$ cat config.mk
export PLATFORM = sky130hd
export DESIGN_NAME = exc_capture_unit
export DESIGN_NICKNAME = d
export VERILOG_FILES = /design/src/rtl/exc_pkg.sv /design/src/rtl/exc_detect.sv /design/src/rtl/exc_regs.sv /design/src/rtl/exc_redirect.sv /design/src/rtl/exc_capture_unit.sv
export SDC_FILE = /design/constraint.sdc
export NUM_CORES = 1
export LEC_CHECK = 0
export ABC_AREA = 0
export BUFFER_PORTS_ARGS = -buffer_cell sky130_fd_sc_hd__buf_4
export CAP_MARGIN = 10
export CORE_MARGIN = 4
export CORE_UTILIZATION = 45
export CTS_CLUSTER_DIAMETER = 80
export DETAILED_ROUTE_END_ITERATION = 8
export HOLD_SLACK_MARGIN = 0.02
export PLACE_DENSITY = 0.82
export REMOVE_ABC_BUFFERS = 1
export SETUP_SLACK_MARGIN = 0.4
export SLEW_MARGIN = 10
export SYNTH_ARGS = -nofsm -noshare
export SYNTH_HDL_FRONTEND = slang
export SYNTH_SLANG_ARGS = --single-unit
$ cat constraint.sdc
create_clock -name clk -period 3.4 [get_ports clk]
set_input_delay 0.17 -clock clk [delete_from_list [all_inputs] [get_ports clk]]
set_output_delay 0.17 -clock clk [all_outputs]
set_load 0.05 [all_outputs]
$ cat src/rtl/exc_pkg.sv
// Package: shared encodings for the exception capture unit.
// Assumes a 2-bit next-PC select, in which code 3 is reserved for the handler.
package exc_pkg;
    localparam int PCSEL_W = 2;
    localparam logic [PCSEL_W-1:0] PCSEL_HANDLER = 2'd3;

    typedef enum logic {
        CAUSE_UNDEF = 1'b0,
        CAUSE_OVF   = 1'b1
    } cause_e;
endpackage

$ cat src/rtl/exc_detect.sv
// exc_detect: picks which fault is taken and which PC+4 belongs to it.
// Assumes the execute stage always holds an older instruction than decode.
module exc_detect #(
    parameter int XLEN = 32
) (
    input  logic            clk,
    input  logic            rst_n,
    input  logic            illegal_id,
    input  logic            overflow_ex,
    input  logic [XLEN-1:0] pcp4_id,
    input  logic [XLEN-1:0] pcp4_ex,
    output logic            take,
    output exc_pkg::cause_e cause_code,
    output logic [XLEN-1:0] fault_pcp4
);
    import exc_pkg::*;

    // Priority select: the older (execute) fault wins over decode.
    always_comb begin
        take       = overflow_ex | illegal_id;
        cause_code = overflow_ex ? CAUSE_OVF : CAUSE_UNDEF;
        fault_pcp4 = overflow_ex ? pcp4_ex : pcp4_id;
    end

    // with both flags raised, the overflow cause is chosen
    p_prio_ovf_r4: assert property (@(posedge clk) disable iff (!rst_n)
        (overflow_ex && illegal_id) |-> (cause_code == CAUSE_OVF));

    // an illegal instruction alone selects code 0
    p_undef_code_r3: assert property (@(posedge clk) disable iff (!rst_n)
        (illegal_id && !overflow_ex) |-> (cause_code == CAUSE_UNDEF));
endmodule

$ cat src/rtl/exc_regs.sv
// exc_regs: the saved-PC and cause registers.
// Assumes the write enables are high only in a cycle in which a fault is taken.
// The saved PC is the fault's PC+4 minus 4, wrapping modulo 2^XLEN.
module exc_regs #(
    parameter int XLEN    = 32,
    parameter int CAUSE_W = 32
) (
    input  logic               clk,
    input  logic               rst_n,
    input  logic               epc_we,
    input  logic               cause_we,
    input  exc_pkg::cause_e    cause_code,
    input  logic [XLEN-1:0]    fault_pcp4,
    output logic [XLEN-1:0]    epc_q,
    output logic [CAUSE_W-1:0] cause_q
);
    import exc_pkg::*;

    localparam logic [XLEN-1:0] INSN_BYTES = XLEN'(4);

    logic [XLEN-1:0] epc_next;

    // Rewind PC+4 to the faulting instruction's address.
    always_comb epc_next = fault_pcp4 - INSN_BYTES;

    // Saved-PC register, loaded only on a taken fault.
    always_ff @(posedge clk) begin
        if (!rst_n)      epc_q <= '0;
        else if (epc_we) epc_q <= epc_next;
    end

    // Cause register, zero-extended cause code.
    always_ff @(posedge clk) begin
        if (!rst_n)        cause_q <= '0;
        else if (cause_we) cause_q <= CAUSE_W'(cause_code);
    end

    // with no write, the saved PC holds its value
    p_epc_hold_r5: assert property (@(posedge clk) disable iff (!rst_n)
        !epc_we |=> $stable(epc_q));

    // with no write, the cause register holds its value
    p_cause_hold_r5: assert property (@(posedge clk) disable iff (!rst_n)
        !cause_we |=> $stable(cause_q));

    // a write loads PC+4 minus 4 on the next edge
    p_epc_load_r2: assert property (@(posedge clk) disable iff (!rst_n)
        epc_we |=> (epc_q == $past(fault_pcp4) - INSN_BYTES));
endmodule

$ cat src/rtl/exc_redirect.sv
// exc_redirect: overrides the next-PC select and drives the squash signals.
// Assumes flushing execute also suppresses the faulting instruction's write-back.
module exc_redirect #(
    parameter int XLEN = 32,
    parameter logic [XLEN-1:0] HANDLER_ADDR = 32'h8000_0180
) (
    input  logic                        clk,
    input  logic                        rst_n,
    input  logic                        take,
    input  exc_pkg::cause_e             cause_code,
    input  logic [exc_pkg::PCSEL_W-1:0] pc_src_in,
    output logic [exc_pkg::PCSEL_W-1:0] pc_src_out,
    output logic [XLEN-1:0]             handler_addr,
    output logic                        flush_if,
    output logic                        flush_id,
    output logic                        flush_ex
);
    import exc_pkg::*;

    // Next-PC override: the handler choice wins on any taken fault.
    always_comb begin
        pc_src_out   = take ? PCSEL_HANDLER : pc_src_in;
        handler_addr = HANDLER_ADDR;
    end

    // Squash every stage younger than the fault, and execute itself on overflow.
    always_comb begin
        flush_if = take;
        flush_id = take;
        flush_ex = take && (cause_code == CAUSE_OVF);
    end

    // an execute flush always comes with the younger flushes
    p_flush_order_r7: assert property (@(posedge clk) disable iff (!rst_n)
        flush_ex |-> (flush_id && flush_if));

    // no flush without a redirect to the handler
    p_redirect_r6: assert property (@(posedge clk) disable iff (!rst_n)
        flush_if |-> (pc_src_out == PCSEL_HANDLER));
endmodule

$ cat src/rtl/exc_capture_unit.sv
// exc_capture_unit: top of the exception capture unit.
// Ties fault selection, the saved-PC and cause registers, and the redirect together.
// Assumes each stage's PC+4 is valid whenever that stage's fault flag is high.
module exc_capture_unit #(
    parameter int XLEN    = 32,
    parameter int CAUSE_W = 32,
    parameter logic [XLEN-1:0] HANDLER_ADDR = 32'h8000_0180
) (
    input  logic               clk,
    input  logic               rst_n,
    input  logic               illegal_id,
    input  logic               overflow_ex,
    input  logic [XLEN-1:0]    pcp4_id,
    input  logic [XLEN-1:0]    pcp4_ex,
    input  logic [1:0]         pc_src_in,
    output logic [1:0]         pc_src_out,
    output logic [XLEN-1:0]    handler_addr,
    output logic               epc_we,
    output logic               cause_we,
    output logic               cause_sel,
    output logic               flush_if,
    output logic               flush_id,
    output logic               flush_ex,
    output logic [XLEN-1:0]    epc,
    output logic [CAUSE_W-1:0] cause
);
    import exc_pkg::*;

    logic            take;
    cause_e          cause_code;
    logic [XLEN-1:0] fault_pcp4;

    exc_detect #(.XLEN(XLEN)) u_detect (
        .clk         (clk),
        .rst_n       (rst_n),
        .illegal_id  (illegal_id),
        .overflow_ex (overflow_ex),
        .pcp4_id     (pcp4_id),
        .pcp4_ex     (pcp4_ex),
        .take        (take),
        .cause_code  (cause_code),
        .fault_pcp4  (fault_pcp4)
    );

    // Capture controls exported to the datapath.
    always_comb begin
        epc_we    = take;
        cause_we  = take;
        cause_sel = (cause_code == CAUSE_OVF);
    end

    exc_regs #(.XLEN(XLEN), .CAUSE_W(CAUSE_W)) u_regs (
        .clk        (clk),
        .rst_n      (rst_n),
        .epc_we     (epc_we),
        .cause_we   (cause_we),
        .cause_code (cause_code),
        .fault_pcp4 (fault_pcp4),
        .epc_q      (epc),
        .cause_q    (cause)
    );

    exc_redirect #(.XLEN(XLEN), .HANDLER_ADDR(HANDLER_ADDR)) u_redirect (
        .clk          (clk),
        .rst_n        (rst_n),
        .take         (take),
        .cause_code   (cause_code),
        .pc_src_in    (pc_src_in),
        .pc_src_out   (pc_src_out),
        .handler_addr (handler_addr),
        .flush_if     (flush_if),
        .flush_id     (flush_id),
        .flush_ex     (flush_ex)
    );

    // the registers read zero in the cycle after a reset edge
    p_reset_zero_r1: assert property (@(posedge clk)
        !rst_n |=> (epc == '0 && cause == '0));

    // an overflow leaves cause code 1 on the next edge
    p_ovf_cause_r2: assert property (@(posedge clk) disable iff (!rst_n)
        overflow_ex |=> (cause == CAUSE_W'(1)));
endmodule

---- After elaboration in Yosys (flattened, before gate mapping) ----
Cells that the tools add are included.
cells by class
  $add $sub $neg .......................... 1
  muxes and demuxes ....................... 3
  bitwise gates (word level) .............. 1
  reduce and logical (&&, ||, !) cells .... 1
operator list
  kind                                                 count
  2-to-1 mux 32 bit                                    1
  subtractor 32 x 3 -> 32 bit (second input constant)  1
  2-to-1 mux 2 bit                                     1
  logical AND 1 bit                                    1
  2-to-1 mux 1 bit                                     1
  bitwise OR 1 bit                                     1
word-level totals
  register bits after elaboration ......... 33
  bits of input ports ..................... 70
  output and inout port bits .............. 104
  word-level logic and storage cells ...... 8

---- Depth between registers and ports, before layout ----
Gate-level depths: netlist of run 1.
  word-level depth ........................ 2
  depth in mapped cells ................... 12
  mapped depth without buffers ............ 6

---- Modules after synthesis ----
A second synthesis of run 1 with hierarchy kept.
second synthesis, totals
  cell total of the unflattened synthesis .. 307
  area, all modules ....................... 2748.9 µm²
modules (own cells, without submodules)
  module            instances  cells an instance  area each (µm²)  sequential area each (µm²)
  exc_regs          1          229                1904.3           660.6
  exc_detect        1          38                 554.3            0.0
  exc_redirect      1          39                 282.8            0.0
  exc_capture_unit  1          1                  7.5              0.0

---- Worst setup path before layout of run 1 ----
No wires, ideal clock.
  kind .................................... input-to-reg
  start ................................... input overflow_ex
  end ..................................... register u_regs.epc_q[24]
  setup time .............................. 128 ps
  arrival time ............................ 2678 ps
  required time ........................... 3272 ps
  setup slack ............................. 594 ps
  stages on the path ...................... 12
  buffers on the path ..................... 6
  path through ............................ buf_6 > buf_2 > buf_2 > buf_2 > buf_2 > mux2i_1 > ha_1 > clkbuf_1 > o21ai_1 > nor4_1 > and3_1 > o31ai_1
between the ends
  longest elaborated chain between the ends .. 2
  elaborated cells on any way between the ends .. 3
  classes of those cells .................. 1 x add/sub; 1 x mux; 1 x bitwise
ends and longest elaborated chain
  item                         RTL line                text
  start: declaration           exc_capture_unit.sv:12  input logic overflow_ex,
  2-to-1 mux 32 bit            exc_detect.sv:22        fault_pcp4 = overflow_ex ? pcp4_ex : pcp4_id;
  subtractor 32 x 3 -> 32 bit  exc_regs.sv:24          always_comb epc_next = fault_pcp4 - INSN_BYTES;
  end signal: assignment       exc_regs.sv:29          else if (epc_we) epc_q <= epc_next;
  end: declaration             exc_regs.sv:14          output logic [XLEN-1:0] epc_q,
Several ways; a longest one is shown, not always the timed one.
A chain may end at the register's enable or synchronous reset.

---- Worst setup path in the final report of run 1 ----
  start ................................... input overflow_ex
  end ..................................... register u_regs.epc_q[29]
Same word-level chain as after synthesis.

==> results of run 1 <==
==> worst register-to-register path, cell delays in order, from the launching register on <==
cell and delay (ns):
dfxtp_1 0.31, and3_1 0.14, a211o_1 0.25
==> layer usage <==
layer,vias to the layer above,global-route usage (%),part of all wire [%]
met5,-,0,0
met1,1369,24.6,38
li1,1405,-,-
met4,0,5.55,1.6
met2,154,34.8,49
met3,13,5.99,11
==> where the power goes <==
group	total [uW]	internal (uW)	switching, uW	leakage (uW)
Combinational	605	171	434	0.00136
Sequential	441	421	20.2	0.000275
Clock	292	142	150	0.0000450
==> final cells by class <==
| class | count | area, sq um |
|---|---|---|
| Tap cell | 77 | 96.3 |
| Clock buffer | 6 | 72.6 |
| Inverter | 5 | 18.8 |
| Multi-Input combinational cell | 307 | 1910 |
| Timing Repair Buffer | 111 | 833 |
| Clock inverter | 2 | 10.0 |
| Sequential cell | 33 | 661 |
| Fill cell | 578 | 2750 |
==> metrics by stage <==
stage                     total power, uW  worst slack [ns]  instances  hold slack, ns  setup TNS [ns]
after global routing                 1400             0.718        541           0.112               0
after detailed placement             1050             0.291        533           0.407               0
after floorplan                       854            -0.181        345           0.284          -0.979
after global placement               1040             0.359        533           0.398               0
after CTS                            1340             0.586        541           0.114               0
final                                1340             0.945        541           0.115               0
==> sequential cells by signal, indices dropped and copies added (netlist names) <==
register / flops
u_regs.epc_q: 32
u_regs.cause_q: 1
==> synthesized netlist by cell type (4+ instances only) <==
library cell  number  area, sq um
nor4_1             8         50.1
o21ai_0           12         60.1
nand4_1            4         25.0
mux2_2             6         67.6
dfxtp_1           33          661
and2_1             8         50.1
o211ai_1           6         45.0
a21oi_1            9         45.0
o211a_1            5         50.1
inv_1              4         15.0
buf_2              7         35.0
buf_4             67          503
mux2i_1           26          260
xor2_1             7         61.3
clkbuf_1          13         48.8
a32oi_1            4         35.0
nor3_1            10         50.1
nor2_1            21         78.8
nand3_1           29          145
nand2_1           21         78.8
xnor2_1            7         61.3
or3_1              7         43.8
==> cells by family (layout without fill, tap and decap cells) <==
| kind of cell | Yosys count | count (layout) | share of synthesized area (%) |
|---|---|---|---|
| and+or+nand+nor | 129 | 129 | 23.9 |
| buffers and inverters | 93 | 124 | 20.9 |
| AOI/OAI and AO/OA | 68 | 68 | 16.8 |
| DFF | 33 | 33 | 22.4 |
| muxes | 32 | 32 | 11.1 |
| xor gates and xnor gates | 14 | 14 | 4.16 |
| other | 2 | 63 | 0.255 |
| adders and majority gates | 1 | 1 | 0.424 |
==> path summary, 6_finish.rpt <==
kind | cells after the start | slack, ns | start | endpoint
min | 2 | 0.11 | pcp4_ex[1] | u_regs.epc_q[1]$_SDFFE_PN0N_
min reg2reg | 2 | 0.46 | u_regs.epc_q[2]$_SDFFE_PN0N_ | u_regs.epc_q[2]$_SDFFE_PN0N_
max reg2reg | 2 | 2.60 | u_regs.epc_q[23]$_SDFFE_PN0N_ | u_regs.epc_q[23]$_SDFFE_PN0N_
max | 6 | 0.95 | overflow_ex | u_regs.epc_q[29]$_SDFFE_PN0N_
==> impl_metrics.py, run 1 <==
metrics = {
    "finish": {
        "antenna_cells": 0,
        "drive_gt1_share_pct": 28.7,
        "area_growth_pct": 22.1,
        "fin_util_pct": 56.7,
        "layout_common_cells": "111 x buf_4, 63 x conb_1, 33 x dfxtp_1",
        "layout.nets": 534,
        "final_common_cell": "buf_4",
        "fin_area_sq_mm": 0.00360,
    },
    "timing": {
        "period_share_pct": 72.2,
        "setup_viol": 0,
        "rsz0062_at_grt": "no",
        "min_period_ns": 2.45,
        "slew_headroom_pct": 51.3,
        "maxSlewViolCount": 0,
        "max_freq_mhz": 407,
        "hold_violations": 0,
        "skew_ns": 0,
        "worstMarginPinSlew_ns": 0.729,
    },
    "worst_setup_path": {
        "arrival_ns": 2.58,
        "startpoint_type": "primary input",
        "path_buf_inv": 1,
        "max_stage_delay_ns": 0.62,
        "end_kind": "flip-flop",
        "crit_family": "simple AND/OR/NAND/NOR gates",
        "crit_slowest_cell": "or4b_2",
        "worstPathRequired_ns": 3.52,
        "path_cells": "buf_4, or4b_2, a22o_1, nor4_4, and2_1, o311ai_0",
        "worst-setup-path-type": "primary input to flip-flop",
        "critical_path.max_fanout": 38,
    },
    "logic_synthesis": {
        "synthFlopType": "dfxtp_1",
        "synth_edf_count": 0,
        "syn_inst": 372,
        "yosysSeqAreaShare_pct": 22.4,
        "yosys.cell_types.count": 57,
        "synthArstFlopShare_pct": 0,
        "ys_ff_latch": 33,
        "synthesis.area_sq_mm": 0.00295,
        "syn_avg_cell_area_sq_um": 7.93,
        "ys.warnings.count": 0,
    },
    "min_path": {
        "hold_class": "primary input to flip-flop",
    },
    "floorplan": {
        "die_w_microns": 89.0,
        "die_h_microns": 89.0,
        "dieArea_sq_mm": 0.00792,
        "start_util_pct": 46.5,
        "core_sq_mm": 0.00635,
        "num_io_pins": 174,
        "rows": 29,
    },
    "cts": {
        "cts.sinks": 33,
        "clock_latency_ns": 0.28,
        "cts_buffers": 5,
        "cts_tree": "done",
        "cts_hold_buf": 0,
        "ctsResizeCount": 0,
        "cts-root-buf": "clkbuf_8",
        "path_clk_slew_ns": 0.07,
        "cts_setup_buffers": 0,
        "htree_levels": 2,
        "cts_buffer_depth": 2,
    },
    "detailed_routing": {
        "vias_per_cell": 5.44,
        "ant_nets": 0,
        "drc_errors": 0,
        "num_vias": 2941,
        "dr.pass1.iters": 4,
        "drt-total-wl_mm": 8.31,
        "drt_iter0_drc": 125,
        "wl_per_cell_microns": 15.4,
    },
    "pwr": {
        "ir_worst_vdd_uv": 236,
        "pwr_density_cell_mw_per_mm2": 372,
        "p_leak_uw": 0.00168,
    },
    "grt": {
        "grt-ovfl-total": 0,
        "grt_start_max_net_pins": 39,
        "grt_pass1_wl_mm": 12.6,
        "grt_pass1_vias": 2718,
        "track_usage_pct": 20.2,
        "antenna_found_initial": 0,
    },
    "flow_run": {
        "cap_violations": 0,
    },
    "place": {
        "dpl_cell_area_sq_mm": 0.00351,
        "io_buffers": 110,
        "place_hpwl_mm": 6.52,
        "place.gp.congestion": 0.830,
    },
    "status": {
        "outcome": "finished, final reports clean",
    },
}
Note: power is estimated with default switching activity, not from simulation.
==> run 2: changes to the inputs <==
CORE_UTILIZATION = 40   (was 45)
PLACE_DENSITY = 0.77   (was 0.82)
clock period = 2 ns   (was 3.4 ns; I/O delays follow)
==> impl_metrics.py, run 2 (same netlist as run 1, synthesis figures left out) <==
metrics = {
    "timing": {
        "fin_hold_ws_ns": 0.0392,
        "period_share_pct": 82.9,
        "max_freq_mhz": 603,
        "setup_viol": 0,
        "rsz0062_at_grt": "yes",
        "skew_ns": 0,
        "maxSlewViolCount": 0,
        "min_period_ns": 1.66,
        "hold_violations": 0,
        "worstMarginPinSlew_ns": 0.469,
        "slew_headroom_pct": 67.8,
    },
    "pwr": {
        "power.internal_uw": 1320,
        "p_seq_share_pct": 31.6,
        "p_sw_share_pct": 44.5,
        "switchingPower_uw": 1060,
        "ir_worst_vdd_uv": 251,
        "pwr_density_cell_mw_per_mm2": 561,
        "comb_power_share_pct": 47.7,
        "p_leak_uw": 0.00200,
        "clockPowerShare_pct": 20.7,
    },
    "worst_setup_path": {
        "r2r_end": "u_regs.epc_q[23]$_SDFFE_PN0N_",
        "rrSetupSlack_ns": 1.18,
        "critical_path.max_fanout": 5,
        "endpoint": "u_regs.epc_q[13]$_SDFFE_PN0N_",
        "worstPathRequired_ns": 2.20,
        "end_kind": "flip-flop",
        "arrival_ns": 1.86,
        "r2r-start": "u_regs.epc_q[23]$_SDFFE_PN0N_",
        "startpoint_type": "primary input",
        "startpoint": "pcp4_id[3]",
        "worst-setup-path-type": "primary input to flip-flop",
        "r2r_cells": 2,
    },
    "detailed_routing": {
        "num_vias": 3179,
        "wl_per_cell_microns": 15.5,
        "dr.pass1.iters": 4,
        "drt_iter0_drc": 157,
        "drc_errors": 0,
        "ant_nets": 0,
        "drt-total-wl_mm": 9.51,
        "vias_per_cell": 5.19,
    },
    "finish": {
        "layout.nets": 583,
        "n_fill_cell": 678,
        "reg.largest.list": "u_regs.epc_q: 32 flops, u_regs.cause_q: 1 flops",
        "final_cells": 612,
        "regMostFlops": "u_regs.epc_q",
        "layout_common_cells": "144 x buf_4, 63 x conb_1, 33 x dfxtp_1",
        "antenna_cells": 0,
        "fin_util_pct": 58.9,
        "area_growth_pct": 44.0,
        "drive_gt1_share_pct": 40.4,
        "largest_reg_flops": 32,
        "final_common_cell": "buf_4",
    },
    "floorplan": {
        "die_h_microns": 93.9,
        "start_util_pct": 40.9,
        "num_io_pins": 174,
        "dieArea_sq_mm": 0.00881,
        "die_w_microns": 93.9,
        "rows": 31,
        "core_sq_mm": 0.00721,
    },
    "min_path": {
        "min_from": "pcp4_ex[1]",
        "hold_class": "primary input to flip-flop",
    },
    "cts": {
        "htree_levels": 2,
        "cts.sinks": 33,
        "cts_hold_buf": 0,
        "cts-root-buf": "clkbuf_8",
        "cts_tree": "done",
        "clock_latency_ns": 0.28,
        "cts_buffers": 5,
        "cts_buffer_depth": 2,
        "path_clk_slew_ns": 0.07,
    },
    "place": {
        "dp.cells": 600,
        "place_hpwl_mm": 7.13,
        "place.gp.congestion": 0.930,
        "io_buffers": 110,
    },
    "grt": {
        "grt_pass1_wl_mm": 14.4,
        "track_usage_pct": 20.3,
        "grt-ovfl-total": 0,
        "antenna_found_initial": 0,
        "grt_pass1_vias": 2963,
        "grt_start_max_net_pins": 38,
    },
    "flow_run": {
        "cap_violations": 0,
    },
    "status": {
        "outcome": "finished, final reports clean",
    },
}
[run 2: per-stage QoR]
| step | power [uW] | worst slack, ns | area, sq um | TNS, ns |
|---|---|---|---|---|
| after CTS | 2370 | 0.329 | 4110 | 0 |
| after global routing | 2510 | 0.228 | 4250 | 0 |
| after floorplan | 1450 | -1.51 | 2580 | -30.29 |
| final | 2380 | 0.342 | 4250 | 0 |
| after detailed placement | 1850 | -0.141 | 3880 | -1.38 |
| after global placement | 1840 | -0.0891 | 3880 | -0.676 |
[run 2: timing repair]
item,in CTS,in global routing
endpoints found under the hold margin,0,0
pin swaps,11,19
resized for setup,29,31
setup buffers,3,1
setup endpoints to repair,22,23
[run 2: critical path: stages]
cell      delay, ns
buf_6          0.10
or4_4          0.54
buf_6          0.13
a222oi_1       0.32
buf_4          0.21
nand2_2        0.05
xor2_1         0.15
a311oi_1       0.25
[run 2: area by class of cell]
type / instances / area, sq um / share of cell area [%]
Sequential cell: 33 / 661 / 15.5
Tap cell: 99 / 124 / 2.92
Clock buffer: 8 / 80.1 / 1.88
Inverter: 5 / 18.8 / 0.442
Timing Repair Buffer: 160 / 1270 / 29.9
Multi-Input combinational cell: 307 / 2100 / 49.3
[run 2: worst min-delay path by stage]
stage / endpoint / slack, ns / cells after the start
floorplan: cause_sel / 0.20 / 0
global placement: u_regs.epc_q[0]$_SDFFE_PN0N_ / 0.33 / 2
detailed placement: u_regs.epc_q[1]$_SDFFE_PN0N_ / 0.33 / 2
CTS: u_regs.epc_q[1]$_SDFFE_PN0N_ / 0.03 / 2
global route: u_regs.epc_q[0]$_SDFFE_PN0N_ / 0.03 / 2
finish: u_regs.epc_q[1]$_SDFFE_PN0N_ / 0.04 / 2
[run 2: per-layer routing]
layer / global-route usage (%) / routed length, microns / vias to the layer above
li1: - / - / 1500
met1: 25.2 / 3830 / 1518
met2: 34.6 / 4680 / 150
met4: 4.21 / 84 / 0
met3: 6.01 / 916 / 11
met5: 0 / 0 / -
[run 2: power by group through the flow]
stage	registers [uW]	clock network (uW)	logic, uW
final	753	493	1140
after global routing	758	549	1200
after CTS	752	510	1110
after detailed placement	765	0	1080
after global placement	766	0	1070
after floorplan	959	0	492
==> run 3: changes to the inputs <==
CORE_UTILIZATION = 45   (was 40)
PLACE_DENSITY = 0.82   (was 0.77)
clock period = 1.6 ns   (was 2 ns; I/O delays follow)
==> impl_metrics.py, run 3 (same netlist as run 1, synthesis figures left out) <==
metrics = {
    "floorplan": {
        "num_io_pins": 174,
        "rows": 29,
        "die_h_microns": 89.0,
        "dieArea_sq_mm": 0.00792,
        "die_w_microns": 89.0,
        "start_util_pct": 46.5,
        "core_sq_mm": 0.00635,
    },
    "status": {
        "violations": "negative setup slack",
        "outcome": "complete, but fails checks",
    },
    "pwr": {
        "clockPowerShare_pct": 21.5,
        "power.internal_uw": 1720,
        "p_seq_share_pct": 30.6,
        "switchingPower_uw": 1340,
        "finalPower_uw": 3060,
        "p_sw_share_pct": 43.8,
        "comb_power_share_pct": 47.8,
        "p_leak_uw": 0.00209,
        "ir_worst_vdd_uv": 513,
        "pwr_density_cell_mw_per_mm2": 699,
    },
    "grt": {
        "grt_start_max_net_pins": 26,
        "grt-ovfl-total": 0,
        "grt_pass1_vias": 3193,
        "grt_pass1_wl_mm": 14.6,
        "track_usage_pct": 23.4,
        "antenna_found_initial": 0,
    },
    "finish": {
        "largest_reg_flops": 32,
        "antenna_cells": 0,
        "layout_common_cells": "172 x buf_4, 63 x conb_1, 33 x dfxtp_1",
        "reg.largest.list": "u_regs.epc_q: 32 flops, u_regs.cause_q: 1 flops",
        "drive_gt1_share_pct": 42.4,
        "regMostFlops": "u_regs.epc_q",
        "area_growth_pct": 48.4,
        "final_common_cell": "buf_4",
        "layout.nets": 606,
        "final_cells": 612,
        "fin_area_sq_mm": 0.00438,
    },
    "detailed_routing": {
        "dr.pass1.iters": 5,
        "drc_errors": 0,
        "drt-total-wl_mm": 9.71,
        "wl_per_cell_microns": 15.9,
        "ant_nets": 0,
        "drt_iter0_drc": 175,
        "vias_per_cell": 5.30,
        "num_vias": 3246,
    },
    "place": {
        "dp.cells": 600,
        "place_worst_setup_slack_ns": -0.564,
        "io_buffers": 110,
        "place.gp.congestion": 0.848,
        "dpl_cell_area_sq_mm": 0.00403,
        "place_hpwl_mm": 7.43,
    },
    "worst_setup_path": {
        "arrival_ns": 1.85,
        "max_stage_delay_ns": 0.57,
        "worstPathRequired_ns": 1.79,
        "end_kind": "flip-flop",
        "crit_top_cell": "buf_6",
        "crit_slowest_cell": "or4b_4",
        "worst-setup-path-type": "primary input to flip-flop",
        "path_cells": "buf_6, or4b_4, buf_6, a222oi_1, buf_4, nand2_2, xor2_1, a311oi_1",
        "critical_path.max_fanout": 4,
        "startpoint_type": "primary input",
    },
    "timing": {
        "maxSlewViolCount": 0,
        "fin_hold_ws_ns": 0.137,
        "max_freq_mhz": 604,
        "rsz0062_at_grt": "yes",
        "period_share_pct": 103,
        "setup_viol": 9,
        "skew_ns": 0,
        "final.setup.worst_slack_ns": -0.0557,
        "hold_violations": 0,
        "min_period_ns": 1.66,
    },
    "cts": {
        "cts_tree": "done",
        "cts_buffer_depth": 2,
        "cts_buffers": 5,
        "clock_latency_ns": 0.28,
        "cts-root-buf": "clkbuf_8",
        "path_clk_slew_ns": 0.07,
        "cts.sinks": 33,
        "htree_levels": 2,
    },
    "min_path": {
        "hold_class": "primary input to flip-flop",
    },
    "flow_run": {
        "cap_violations": 0,
    },
}
run 3: final cells by class:
cell class	instances	area (sq um)
Multi-Input combinational cell	307	2090
Fill cell	514	1970
Timing Repair Buffer	183	1420
Sequential cell	33	661
Tap cell	77	96.3
Clock buffer	7	86.3
Inverter	5	18.8
run 3: repair_timing:
action | 4_1_cts | 5_1_grt
pin swaps | 9 | 7
gates resized for setup | 28 | 14
endpoints found under the setup margin | 27 | 28
buffers inserted | 3 | 0
hold endpoints to repair | 2 | 0
hold buffers | 2 | 0
run 3: critical path, delay by kind of cell:
kind	cells	cell delay (ns)
AND/OR/NAND/NOR	2	0.62
AO/OA/AOI/OAI	2	0.57
buffers and inverters	3	0.43
XOR/XNOR	1	0.15
run 3: per-layer routing:
| layer | vias to the layer above | wire (microns) | GRT usage (%) |
|---|---|---|---|
| met4 | 0 | 244 | 10.0 |
| met2 | 182 | 4980 | 40.2 |
| met3 | 25 | 982 | 5.62 |
| met5 | - | 0 | 0 |
| met1 | 1495 | 3510 | 27.8 |
| li1 | 1544 | - | - |
run 3: final timing paths:
kind                                                 endpoint                           from  depth (start not counted)  slack (ns)
worst min register to register   u_regs.epc_q[8]$_SDFFE_PN0N_   u_regs.epc_q[8]$_SDFFE_PN0N_                          2        0.47
worst min-delay path             u_regs.epc_q[1]$_SDFFE_PN0N_                     pcp4_id[1]                          4        0.14
worst max register to register  u_regs.epc_q[23]$_SDFFE_PN0N_  u_regs.epc_q[23]$_SDFFE_PN0N_                          2        0.77
worst max-delay path            u_regs.epc_q[13]$_SDFFE_PN0N_                     pcp4_ex[3]                          8       -0.06
run 3: power groups by stage:
stage	sequential, uW	combinational (uW)	clock (uW)
5_1_grt	944	1550	710
4_1_cts	937	1430	670
3_5_place_dp	954	1400	0
3_3_place_gp	955	1370	0
2_1_floorplan	1200	615	0
6_report	938	1460	659
run 3: metrics by stage:
stage	util [%]	TNS, ns
after global routing	68.9	-1.09
after floorplan	-	-41.02
final	68.9	-0.313
after CTS	67.6	-0.232
after detailed placement	63.4	-10.69
after global placement	63.4	-8.69
